File: config.mk
export PLATFORM = sky130hd
export DESIGN_NAME = aclink_frame_engine
export DESIGN_NICKNAME = d
export VERILOG_FILES = /design/src/rtl/aclink_pkg.sv /design/src/rtl/aclink_slot_decode.sv /design/src/rtl/aclink_frame_counter.sv /design/src/rtl/aclink_tx_builder.sv /design/src/rtl/aclink_rx_parser.sv /design/src/rtl/aclink_frame_engine.sv
export SDC_FILE = /design/constraint.sdc
export NUM_CORES = 1
export LEC_CHECK = 0
export BUFFER_PORTS_ARGS = -buffer_cell sky130_fd_sc_hd__buf_2
export CAP_MARGIN = 20
export CELL_PAD_IN_SITES_DETAIL_PLACEMENT = 1
export CELL_PAD_IN_SITES_GLOBAL_PLACEMENT = 2
export CORE_MARGIN = 2
export CORE_UTILIZATION = 35
export DETAILED_ROUTE_END_ITERATION = 16
export PLACE_DENSITY_LB_ADDON = 0.1
export SETUP_SLACK_MARGIN = 0.5
export SYNTH_ARGS = -nofsm -noshare
export SYNTH_HDL_FRONTEND = slang
export SYNTH_SLANG_ARGS = --single-unit
export TNS_END_PERCENT = 100
File: constraint.sdc
create_clock -name bit_clk -period 6.18 [get_ports bit_clk]
set_clock_uncertainty 0.1 [all_clocks]
set_input_delay 0.927 -clock bit_clk [delete_from_list [all_inputs] [get_ports bit_clk]]
set_output_delay 0.927 -clock bit_clk [all_outputs]
set_load 0.005 [all_outputs]
File: src/rtl/aclink_pkg.sv
// Package: aclink_pkg
// Shared frame geometry for the AC-link controller frame engine.
// Assumes a frame length that is a power of two, so that the bit
// position counter wraps naturally.
package aclink_pkg;
    localparam int FRAME_BITS   = 256;
    localparam int TAG_BITS     = 16;
    localparam int SLOT_BITS    = 20;
    localparam int NUM_SLOTS    = 12;
    localparam int SAMPLE_BITS  = 18;
    localparam int POS_W        = $clog2(FRAME_BITS);
    localparam int SLOT_IDX_W   = $clog2(NUM_SLOTS + 1);
    localparam int OFF_W        = $clog2(SLOT_BITS);

    // slot numbers whose contents the engine handles
    localparam int SLOT_CMD_ADDR = 1;
    localparam int SLOT_CMD_DATA = 2;
    localparam int SLOT_PCM_L    = 3;
    localparam int SLOT_PCM_R    = 4;

    // tag bit positions (slot s is flagged at TAG_BITS-1-s)
    localparam int TAG_FRAME_OK  = TAG_BITS - 1;
    localparam int TAG_CMD_ADDR  = TAG_BITS - 1 - SLOT_CMD_ADDR;
    localparam int TAG_CMD_DATA  = TAG_BITS - 1 - SLOT_CMD_DATA;
    localparam int TAG_PCM_L     = TAG_BITS - 1 - SLOT_PCM_L;
    localparam int TAG_PCM_R     = TAG_BITS - 1 - SLOT_PCM_R;

    // first bit position of a data slot (1-based slot number)
    function automatic int slot_first_pos(input int s);
        return TAG_BITS + SLOT_BITS * (s - 1);
    endfunction
endpackage

File: src/rtl/aclink_slot_decode.sv
// Module: aclink_slot_decode
// Maps a frame bit position to a slot number (0 = tag slot, 1..NUM_SLOTS
// = data slots) and the bit offset inside that slot, counted from the
// slot's first (most significant) bit. Purely combinational.
// Assumes TAG_W + NUM_SLOTS*SLOT_W equals the frame length.
module aclink_slot_decode #(
    parameter int POS_W      = aclink_pkg::POS_W,
    parameter int TAG_W      = aclink_pkg::TAG_BITS,
    parameter int SLOT_W     = aclink_pkg::SLOT_BITS,
    parameter int NUM_SLOTS  = aclink_pkg::NUM_SLOTS,
    parameter int SLOT_IDX_W = aclink_pkg::SLOT_IDX_W,
    parameter int OFF_W      = aclink_pkg::OFF_W
) (
    input  logic [POS_W-1:0]      pos,
    output logic [SLOT_IDX_W-1:0] slot,
    output logic [OFF_W-1:0]      off
);
    // Pick the highest slot whose first bit is at or below pos.
    always_comb begin
        slot = '0;
        off  = OFF_W'(pos);
        for (int k = 1; k <= NUM_SLOTS; k++) begin
            if (int'(pos) >= TAG_W + SLOT_W * (k - 1)) begin
                slot = SLOT_IDX_W'(k);
                off  = OFF_W'(int'(pos) - TAG_W - SLOT_W * (k - 1));
            end
        end
    end
endmodule

File: src/rtl/aclink_frame_counter.sv
// Module: aclink_frame_counter
// Free-running frame bit position counter and the SYNC marker.
// pos is the position of the bit currently on the serial output.
// SYNC rises as pos enters the last position of a frame, one cycle
// before the first tag bit, and stays high for TAG_W cycles.
// load_frame marks the edge at which the next frame's contents are
// taken. Assumes FRAME_BITS == 2**POS_W.
module aclink_frame_counter #(
    parameter int POS_W = aclink_pkg::POS_W,
    parameter int TAG_W = aclink_pkg::TAG_BITS
) (
    input  logic             clk,
    input  logic             rst_n,
    output logic [POS_W-1:0] pos,
    output logic [POS_W-1:0] pos_nxt,
    output logic             sync,
    output logic             load_frame
);
    localparam logic [POS_W-1:0] LAST_POS  = '1;
    localparam logic [POS_W-1:0] RESET_POS = LAST_POS - POS_W'(1);

    // Next position, wrapping at the end of the frame.
    always_comb begin
        pos_nxt    = pos + POS_W'(1);
        load_frame = (pos_nxt == LAST_POS);
    end

    // Advance the position and register SYNC for the coming bit.
    always_ff @(posedge clk) begin
        if (!rst_n) begin
            pos  <= RESET_POS;
            sync <= 1'b0;
        end else begin
            pos  <= pos_nxt;
            sync <= (pos_nxt == LAST_POS) || (int'(pos_nxt) < TAG_W - 1);
        end
    end
endmodule

File: src/rtl/aclink_tx_builder.sv
// Module: aclink_tx_builder
// Holds offered playback and command pairs until the next frame
// boundary, copies them into a per-frame shadow, and serializes the
// tag and slot contents MSB first on the rising edge. An offer is used
// for exactly one frame; later offers before the boundary replace
// earlier ones. Assumes SAMPLE_W <= SLOT_W.
module aclink_tx_builder #(
    parameter int POS_W      = aclink_pkg::POS_W,
    parameter int TAG_W      = aclink_pkg::TAG_BITS,
    parameter int SLOT_W     = aclink_pkg::SLOT_BITS,
    parameter int NUM_SLOTS  = aclink_pkg::NUM_SLOTS,
    parameter int SAMPLE_W   = aclink_pkg::SAMPLE_BITS,
    parameter int SLOT_IDX_W = aclink_pkg::SLOT_IDX_W,
    parameter int OFF_W      = aclink_pkg::OFF_W
) (
    input  logic                clk,
    input  logic                rst_n,
    input  logic                load_frame,
    input  logic [POS_W-1:0]    pos_nxt,
    input  logic                play_valid,
    input  logic [SAMPLE_W-1:0] play_left,
    input  logic [SAMPLE_W-1:0] play_right,
    input  logic                cmd_valid,
    input  logic [SLOT_W-1:0]   cmd_addr,
    input  logic [SLOT_W-1:0]   cmd_data,
    output logic                sdata_out
);
    import aclink_pkg::*;

    logic                pl_pend, cm_pend;
    logic [SAMPLE_W-1:0] pl_l, pl_r;
    logic [SLOT_W-1:0]   cm_a, cm_d;
    logic                sh_pl_v, sh_cm_v;
    logic [SAMPLE_W-1:0] sh_l, sh_r;
    logic [SLOT_W-1:0]   sh_a, sh_d;
    logic [SLOT_W-1:0]   pcm_l_word, pcm_r_word, slot_word;
    logic [TAG_W-1:0]    tag_vec;
    logic [SLOT_IDX_W-1:0] slot_n;
    logic [OFF_W-1:0]    off_n;
    logic                bit_n;

    // Holding stage for playback offers between boundaries.
    always_ff @(posedge clk) begin
        if (!rst_n) begin
            pl_pend <= 1'b0;
            pl_l    <= '0;
            pl_r    <= '0;
        end else if (load_frame) begin
            pl_pend <= 1'b0;
        end else if (play_valid) begin
            pl_pend <= 1'b1;
            pl_l    <= play_left;
            pl_r    <= play_right;
        end
    end

    // Holding stage for command offers between boundaries.
    always_ff @(posedge clk) begin
        if (!rst_n) begin
            cm_pend <= 1'b0;
            cm_a    <= '0;
            cm_d    <= '0;
        end else if (load_frame) begin
            cm_pend <= 1'b0;
        end else if (cmd_valid) begin
            cm_pend <= 1'b1;
            cm_a    <= cmd_addr;
            cm_d    <= cmd_data;
        end
    end

    // Frame shadow, taken at the boundary; an offer in that same cycle wins.
    always_ff @(posedge clk) begin
        if (!rst_n) begin
            sh_pl_v <= 1'b0;
            sh_cm_v <= 1'b0;
            sh_l    <= '0;
            sh_r    <= '0;
            sh_a    <= '0;
            sh_d    <= '0;
        end else if (load_frame) begin
            sh_pl_v <= play_valid | pl_pend;
            sh_l    <= play_valid ? play_left  : pl_l;
            sh_r    <= play_valid ? play_right : pl_r;
            sh_cm_v <= cmd_valid | cm_pend;
            sh_a    <= cmd_valid ? cmd_addr : cm_a;
            sh_d    <= cmd_valid ? cmd_data : cm_d;
        end
    end

    // Sample placement: left-justified, low bits zero-filled.
    generate
        if (SLOT_W > SAMPLE_W) begin : g_pad
            assign pcm_l_word = {sh_l, {(SLOT_W - SAMPLE_W){1'b0}}};
            assign pcm_r_word = {sh_r, {(SLOT_W - SAMPLE_W){1'b0}}};
        end else begin : g_full
            assign pcm_l_word = sh_l;
            assign pcm_r_word = sh_r;
        end
    endgenerate

    // Tag word from the shadow flags.
    always_comb begin
        tag_vec               = '0;
        tag_vec[TAG_CMD_ADDR] = sh_cm_v;
        tag_vec[TAG_CMD_DATA] = sh_cm_v;
        tag_vec[TAG_PCM_L]    = sh_pl_v;
        tag_vec[TAG_PCM_R]    = sh_pl_v;
        tag_vec[TAG_FRAME_OK] = sh_cm_v | sh_pl_v;
    end

    aclink_slot_decode #(
        .POS_W(POS_W), .TAG_W(TAG_W), .SLOT_W(SLOT_W), .NUM_SLOTS(NUM_SLOTS),
        .SLOT_IDX_W(SLOT_IDX_W), .OFF_W(OFF_W)
    ) u_dec (
        .pos  (pos_nxt),
        .slot (slot_n),
        .off  (off_n)
    );

    // Choose the word of the coming slot and the bit to send from it.
    always_comb begin
        slot_word = '0;
        if (sh_cm_v && slot_n == SLOT_IDX_W'(SLOT_CMD_ADDR)) slot_word = sh_a;
        if (sh_cm_v && slot_n == SLOT_IDX_W'(SLOT_CMD_DATA)) slot_word = sh_d;
        if (sh_pl_v && slot_n == SLOT_IDX_W'(SLOT_PCM_L))    slot_word = pcm_l_word;
        if (sh_pl_v && slot_n == SLOT_IDX_W'(SLOT_PCM_R))    slot_word = pcm_r_word;
        if (slot_n == '0) bit_n = tag_vec[TAG_W - 1 - int'(off_n)];
        else              bit_n = slot_word[SLOT_W - 1 - int'(off_n)];
    end

    // Serial output register, updated on the rising edge.
    always_ff @(posedge clk) begin
        if (!rst_n) sdata_out <= 1'b0;
        else        sdata_out <= bit_n;
    end
endmodule

File: src/rtl/aclink_rx_parser.sv
// Module: aclink_rx_parser
// Samples the codec's serial line on the falling edge together with the
// frame position, then on the rising edge shifts bits into a slot word
// and, at each slot end, captures the tag, the status pair and the
// record pair. Strobes depend on the flags of the frame's received tag.
// Assumes the codec frame is aligned to the controller's position count.
module aclink_rx_parser #(
    parameter int POS_W      = aclink_pkg::POS_W,
    parameter int TAG_W      = aclink_pkg::TAG_BITS,
    parameter int SLOT_W     = aclink_pkg::SLOT_BITS,
    parameter int NUM_SLOTS  = aclink_pkg::NUM_SLOTS,
    parameter int SAMPLE_W   = aclink_pkg::SAMPLE_BITS,
    parameter int SLOT_IDX_W = aclink_pkg::SLOT_IDX_W,
    parameter int OFF_W      = aclink_pkg::OFF_W
) (
    input  logic                clk,
    input  logic                rst_n,
    input  logic [POS_W-1:0]    pos,
    input  logic                sdata_in,
    output logic                rec_valid,
    output logic [SAMPLE_W-1:0] rec_left,
    output logic [SAMPLE_W-1:0] rec_right,
    output logic [TAG_W-1:0]    rec_tag,
    output logic                stat_valid,
    output logic [SLOT_W-1:0]   stat_addr,
    output logic [SLOT_W-1:0]   stat_data
);
    import aclink_pkg::*;

    logic                  rx_bit;
    logic [POS_W-1:0]      rx_pos;
    logic [SLOT_W-1:0]     shreg, word;
    logic [SLOT_W-1:0]     hold_a;
    logic [SAMPLE_W-1:0]   hold_l;
    logic [SLOT_IDX_W-1:0] rx_slot;
    logic [OFF_W-1:0]      rx_off;
    logic                  slot_end, tag_end;

    // Falling-edge capture of the serial bit and its frame position.
    always_ff @(negedge clk) begin
        if (!rst_n) begin
            rx_bit <= 1'b0;
            rx_pos <= POS_W'(FRAME_BITS - 2);
        end else begin
            rx_bit <= sdata_in;
            rx_pos <= pos;
        end
    end

    aclink_slot_decode #(
        .POS_W(POS_W), .TAG_W(TAG_W), .SLOT_W(SLOT_W), .NUM_SLOTS(NUM_SLOTS),
        .SLOT_IDX_W(SLOT_IDX_W), .OFF_W(OFF_W)
    ) u_dec (
        .pos  (rx_pos),
        .slot (rx_slot),
        .off  (rx_off)
    );

    // Word including the newest bit, and slot-end markers.
    always_comb begin
        word     = {shreg[SLOT_W-2:0], rx_bit};
        tag_end  = (rx_slot == '0) && (int'(rx_off) == TAG_W - 1);
        slot_end = (rx_slot != '0) && (int'(rx_off) == SLOT_W - 1);
    end

    // Shift register for incoming bits.
    always_ff @(posedge clk) begin
        if (!rst_n) shreg <= '0;
        else        shreg <= word;
    end

    // Tag capture at the end of the tag slot.
    always_ff @(posedge clk) begin
        if (!rst_n)       rec_tag <= '0;
        else if (tag_end) rec_tag <= word[TAG_W-1:0];
    end

    // Status pair: hold slot 1, present both at the end of slot 2.
    always_ff @(posedge clk) begin
        if (!rst_n) begin
            hold_a     <= '0;
            stat_valid <= 1'b0;
            stat_addr  <= '0;
            stat_data  <= '0;
        end else begin
            stat_valid <= 1'b0;
            if (slot_end && rx_slot == SLOT_IDX_W'(SLOT_CMD_ADDR)) hold_a <= word;
            if (slot_end && rx_slot == SLOT_IDX_W'(SLOT_CMD_DATA)
                && rec_tag[TAG_FRAME_OK] && rec_tag[TAG_CMD_ADDR]) begin
                stat_valid <= 1'b1;
                stat_addr  <= hold_a;
                stat_data  <= word;
            end
        end
    end

    // Record pair: hold slot 3 sample, present both at the end of slot 4.
    always_ff @(posedge clk) begin
        if (!rst_n) begin
            hold_l    <= '0;
            rec_valid <= 1'b0;
            rec_left  <= '0;
            rec_right <= '0;
        end else begin
            rec_valid <= 1'b0;
            if (slot_end && rx_slot == SLOT_IDX_W'(SLOT_PCM_L))
                hold_l <= word[SLOT_W-1 -: SAMPLE_W];
            if (slot_end && rx_slot == SLOT_IDX_W'(SLOT_PCM_R) && rec_tag[TAG_FRAME_OK]
                && rec_tag[TAG_PCM_L] && rec_tag[TAG_PCM_R]) begin
                rec_valid <= 1'b1;
                rec_left  <= hold_l;
                rec_right <= word[SLOT_W-1 -: SAMPLE_W];
            end
        end
    end
endmodule

File: src/rtl/aclink_frame_engine.sv
// Module: aclink_frame_engine
// Controller side of an AC97-style serial audio link: generates SYNC and
// the outgoing 256-bit frame, and parses the incoming frame. Runs from
// the codec's bit clock only; reset is synchronous and active low.
module aclink_frame_engine #(
    parameter int SAMPLE_W = aclink_pkg::SAMPLE_BITS,
    parameter int SLOT_W   = aclink_pkg::SLOT_BITS,
    parameter int TAG_W    = aclink_pkg::TAG_BITS
) (
    input  logic                bit_clk,
    input  logic                rst_n,
    output logic                sync,
    output logic                sdata_out,
    input  logic                sdata_in,
    input  logic                play_valid,
    input  logic [SAMPLE_W-1:0] play_left,
    input  logic [SAMPLE_W-1:0] play_right,
    input  logic                cmd_valid,
    input  logic [SLOT_W-1:0]   cmd_addr,
    input  logic [SLOT_W-1:0]   cmd_data,
    output logic                rec_valid,
    output logic [SAMPLE_W-1:0] rec_left,
    output logic [SAMPLE_W-1:0] rec_right,
    output logic [TAG_W-1:0]    rec_tag,
    output logic                stat_valid,
    output logic [SLOT_W-1:0]   stat_addr,
    output logic [SLOT_W-1:0]   stat_data
);
    localparam int POS_W = aclink_pkg::POS_W;

    logic [POS_W-1:0] pos, pos_nxt;
    logic             load_frame;

    aclink_frame_counter #(.POS_W(POS_W), .TAG_W(TAG_W)) u_cnt (
        .clk        (bit_clk),
        .rst_n      (rst_n),
        .pos        (pos),
        .pos_nxt    (pos_nxt),
        .sync       (sync),
        .load_frame (load_frame)
    );

    aclink_tx_builder #(
        .POS_W(POS_W), .TAG_W(TAG_W), .SLOT_W(SLOT_W), .SAMPLE_W(SAMPLE_W)
    ) u_tx (
        .clk        (bit_clk),
        .rst_n      (rst_n),
        .load_frame (load_frame),
        .pos_nxt    (pos_nxt),
        .play_valid (play_valid),
        .play_left  (play_left),
        .play_right (play_right),
        .cmd_valid  (cmd_valid),
        .cmd_addr   (cmd_addr),
        .cmd_data   (cmd_data),
        .sdata_out  (sdata_out)
    );

    aclink_rx_parser #(
        .POS_W(POS_W), .TAG_W(TAG_W), .SLOT_W(SLOT_W), .SAMPLE_W(SAMPLE_W)
    ) u_rx (
        .clk        (bit_clk),
        .rst_n      (rst_n),
        .pos        (pos),
        .sdata_in   (sdata_in),
        .rec_valid  (rec_valid),
        .rec_left   (rec_left),
        .rec_right  (rec_right),
        .rec_tag    (rec_tag),
        .stat_valid (stat_valid),
        .stat_addr  (stat_addr),
        .stat_data  (stat_data)
    );
endmodule

Yosys cells after proc, flatten, opt, wreduce, memory -nomap -nowiden
Index checks and enable logic that the tools add are counted.

Add/subtract/negate cells: 27. Reductions and logical operators: 20. $lt $le $gt $ge: 27. Bitwise operators: 4. Multiplexer cells: 65. Equal/unequal tests: 11.

Operator list (number): 20-bit two-way mux (6); 5-bit two-way mux (24); 8-bit greater-or-equal comparator (second input constant) (12); 4-bit two-way mux (22); 5-bit subtractor (second input constant) (14); 8-bit by 7-bit greater-or-equal comparator with 1-bit output (second input constant) (6); 18-bit two-way mux (2); 8-bit by 6-bit greater-or-equal comparator with 1-bit output (second input constant) (4); 32-bit by 6-bit less-than comparator with 1-bit output (second input constant) (1); 32-bit by 7-bit less-than comparator with 1-bit output (second input constant) (1); 5-bit by 3-bit subtractor with 5-bit output (second input constant) (4); 5-bit by 4-bit subtractor with 5-bit output (second input constant) (4); 4-bit by 2-bit equality test with 1-bit output (second input constant) (4); 8-bit by 5-bit greater-or-equal comparator with 1-bit output (second input constant) (2); 1-bit logical AND (15); 5-bit equality test (second input constant) (2); 5-bit by 1-bit subtractor with 5-bit output (second input constant) (2); 1-bit two-way mux (9); 8-bit by 1-bit adder with 8-bit output (second input constant) (1); 4-bit by 1-bit equality test with 1-bit output (second input constant) (2); 4-bit by 3-bit equality test with 1-bit output (second input constant) (2); 8-bit equality test (second input constant) (1); 4-bit logical NOT (2); 8-bit by 4-bit less-than comparator with 1-bit output (second input constant) (1); 9 further kinds (11).

Logic and storage cells: 181. Bits in registers: 326. Output and inout bits: 96. Input port bits: 81.

Depth between registers and ports, before layout
Depth in word-level cells: 24. Depth in mapped cells: 23. Depth with buffers taken out: 20.

Modules after synthesis
A second synthesis with hierarchy kept.

Cell total of the unflattened synthesis: 1608. Area total of the unflattened synthesis: 14241.2 um^2.

By module, submodules not included: aclink_tx_builder (sequential area each 3143.0 um^2, area each 6870.3 um^2, cells an instance 819, instances 1); aclink_rx_parser (sequential area each 3203.1 um^2, area each 5510.3 um^2, cells an instance 519, instances 1); aclink_slot_decode (sequential area each 0.0 um^2, area each 718.2 um^2, cells an instance 111, instances 2); aclink_frame_counter (sequential area each 180.2 um^2, area each 424.2 um^2, cells an instance 48, instances 1).

==> metrics.yaml <==
status:
  status: "finished, violations left"
  violations: "negative setup slack"
power:
  power_density_nw_per_um2: 316.9
  p_int_uw: 4085
  ir_drop_uv: 250.5
  power_uw: 5906
  swShare_pct: 30.84
  p_switching_uw: 1822
  power.leakage_uw: 0.007851
  p_seq_share_pct: 40.3
  power_frac_clock_pct: 39.5
  pwr-share-comb_pct: 20.1
worst_setup_path:
  r2r_end: "u_rx.rec_left[15]"
  critical_path_class: "register to register"
  crit_required_ns: 6.51
  cp_data_arrival_time_ns: 6.79
  regToRegSetupSlack_ns: -0.28
  reg2regPathDepth: 15
  startpoint_type: "register"
  r2r_start: "u_rx.rx_pos[2]"
  cp_max_fo: 9
  crit_path_end_kind: "register"
sta:
  setup_viol: 116
  slew_headroom_pct: 33.15
  slew_viol_final: 0
  holdWs_ns: 0.3513
  rsz0062_at_grt: "yes"
  setup_slack_ns: -0.2771
  final_hold_viol_count: 0
  worstMarginPinSlew_ns: 1.003
synth:
  syn_avg_cell_area_um2: 8.585
  synth_seq_cells: 326
  synth_top_area_share_pct: 46.27
  synth_area_um2: 14100
  syn_nets: 1740
  synth_edf_count: 0
  yosys.area.top_type: "dfxtp_1"
  async_flop_share_pct: 0
  yosysUniqueCellTypes: 86
  syn_inst: 1643
  yosysSeqAreaShare_pct: 46.27
  yosysWarnings: 0
  ys_top_cells_by_area: "dfxtp_1, mux2i_1, nand2_1"
  synth_common_cells: "dfxtp_1, nand2_1, nor2_1, mux2i_1, a21oi_1"
  yosysMostFrequentCell: "dfxtp_1"
  ys.flop_type: "dfxtp_1"
floorplan:
  start_util_pct: 35.50
  coreArea_um2: 39730
  die-height_um: 204.7
  die-area_um2: 41920
  top_level_ports: 177
  num_rows: 73
  fp.dieW_um: 204.7
min_path:
  worstHoldStart: "u_tx.pl_r[8]"
  min_path_cells: 2
  hold_end: "u_tx.pl_r[8]"
  hp-class: "register to register"
final_layout:
  drive_gt1_share_pct: 27.09
  diodes: 0
  final_cell_area_um2: 18640
  nets: 1967
  area_growth_pct: 32.13
detailed_routing:
  dr.first_iter.drc_count: 570
  finalWirelength_um: 49310
  wire_per_inst_um: 20.32
  route.detailed.drc: 0
  drt-pass1-iter-count: 5
  vias_per_cell: 5.285
  drt.antenna.violating_nets: 0
  num_vias: 12820
global_route:
  grt_start_max_net_pins: 103
  antenna_found_initial: 0
  grt_overflow: 0
  grt_first_pass_wirelength_um: 74200
  grt_util_all_layers_pct: 22.65
  grt_pass1_vias: 12890
cts:
  clk_pin_slew_ns: 0.06
  cts_root_buf: "clkbuf_16"
  clock_latency_ns: 0.60
  tritoncts: "built"
  cts_buffers: 39
  htreeDepth: 2
  cts_num_sinks: 326
  clk_path_buf_depth: 3
placement:
  place_congestion: 0.8752
  port_buffers: 176
  place_area_um2: 16070
  dp_hpwl_um: 32360
job:
  cap_violations: 0
[repair_timing]
| item | in CTS | in global routing |
|---|---|---|
| resized for setup | 71 | 90 |
| cloned | 8 | 9 |
| hold buffers | 0 | 0 |
| endpoints found under the setup margin | 132 | 132 |
| pin swaps | 22 | 24 |
| setup buffers | 17 | 10 |
[placed cells by master (no fill, tap or decap), types with 9 or more instances in the layout]
| cell | count |
|---|---|
| a21oi_1 | 113 |
| o211ai_1 | 10 |
| buf_16 | 9 |
| nor2_1 | 154 |
| buf_6 | 21 |
| and2_1 | 11 |
| buf_12 | 11 |
| ha_1 | 12 |
| dfxtp_1 | 323 |
| clkbuf_16 | 48 |
| buf_4 | 83 |
| o21ai_0 | 37 |
| a221oi_1 | 14 |
| a211oi_1 | 79 |
| nand4_1 | 12 |
| o21ai_1 | 53 |
| mux2i_1 | 117 |
| nand3_2 | 61 |
| nand2_1 | 228 |
| buf_2 | 175 |
| nor3_1 | 10 |
| clkbuf_1 | 11 |
| inv_1 | 45 |
| o21ai_2 | 26 |
| nand3_1 | 36 |
[state kept, by name (all words and copies together) (netlist names), 8 cells and up]
name and cells:
u_rx.rx_pos 8, u_tx.sh_d 20, u_cnt.pos 8, u_rx.hold_a 20, u_rx.rec_left 18, u_tx.sh_l 18
u_rx.shreg 19, u_rx.stat_data 20, u_tx.cm_a 20, u_tx.sh_a 20, u_tx.pl_l 18, u_rx.rec_tag 16
u_tx.pl_r 18, u_tx.sh_r 18, u_tx.cm_d 20, u_rx.hold_l 18, u_rx.stat_addr 20, u_rx.rec_right 18
[area by class of cell]
| cell class | instances | area, um^2 |
|---|---|---|
| multi-input cells | 1144 | 7503 |
| clock buffers | 59 | 1152 |
| fillers | 4578 | 21100 |
| flip-flops and latches | 326 | 6535 |
| clock inverters | 22 | 177.7 |
| repair buffers | 310 | 2449 |
| well taps | 525 | 656.9 |
| inverters | 40 | 162.7 |
[per-layer routing]
metal  global-route usage, %  vias up  part of all wire (%)
met4                   6.573        0                   2.1
li1                        -     6293                     -
met3                   2.641       67                   2.9
met1                   28.16     6250                    44
met5                       0        -                     0
met2                   40.89      212                    51
[kinds of logic after synthesis]
kind of cell | synth area share (%)
fa+ha+maj | 1.419
mux | 8.605
simple gates | 17.55
compound gates | 20.05
buf+inv | 5.118
xor+xnor | 0.9936
flops | 46.27
[power groups by stage]
stage / sequential [uW] / clock (uW) / combinational, uW
floorplan: 2350 / 9.96 / 822
global placement: 2420 / 9.96 / 1130
detailed placement: 2430 / 9.96 / 1140
CTS: 2390 / 2390 / 1170
global route: 2400 / 2490 / 1310
finish: 2380 / 2330 / 1190
[worst max-delay path by stage]
stage          cells after the start  slack, ns                 end            from
2_1_floorplan                     15       0.03  u_rx.stat_data[12]  u_rx.rx_pos[3]
3_3_place_gp                      15      -0.16  u_rx.stat_data[14]  u_rx.rx_pos[3]
3_5_place_dp                      15      -0.26  u_rx.stat_data[17]  u_rx.rx_pos[3]
4_1_cts                           18      -0.13   u_rx.stat_addr[0]  u_rx.rx_pos[3]
5_1_grt                           16      -0.41   u_rx.rec_left[15]  u_rx.rx_pos[3]
6_report                          15      -0.28   u_rx.rec_left[15]  u_rx.rx_pos[2]
[critical path: stages, from the launching register on]
cell and delay [ns]:
dfxtp_4 0.36, buf_4 0.15, nor4b_4 0.29, o21ai_4 0.10
and2_4 0.17, a311o_1 0.35, a311oi_2 0.26, o2111ai_1 0.17
o221ai_2 0.14, nor4_4 0.08, buf_4 0.16, buf_4 0.13
nand3_4 0.15, clkbuf_16 0.23, mux2i_1 0.25, nor2_1 0.07
[per-stage QoR]
stage                     util, %  cells  TNS (ns)  worst slack [ns]
after floorplan                 -   1643         0           0.03112
after global placement      40.44   2301    -6.577           -0.1596
after detailed placement    40.44   2301    -13.67           -0.2585
after CTS                   45.12   2406    -4.485           -0.1302
after global routing        46.91   2426    -33.92           -0.4093
final                       46.91   2426    -13.23           -0.2771
(Power assumes the default switching activity.)
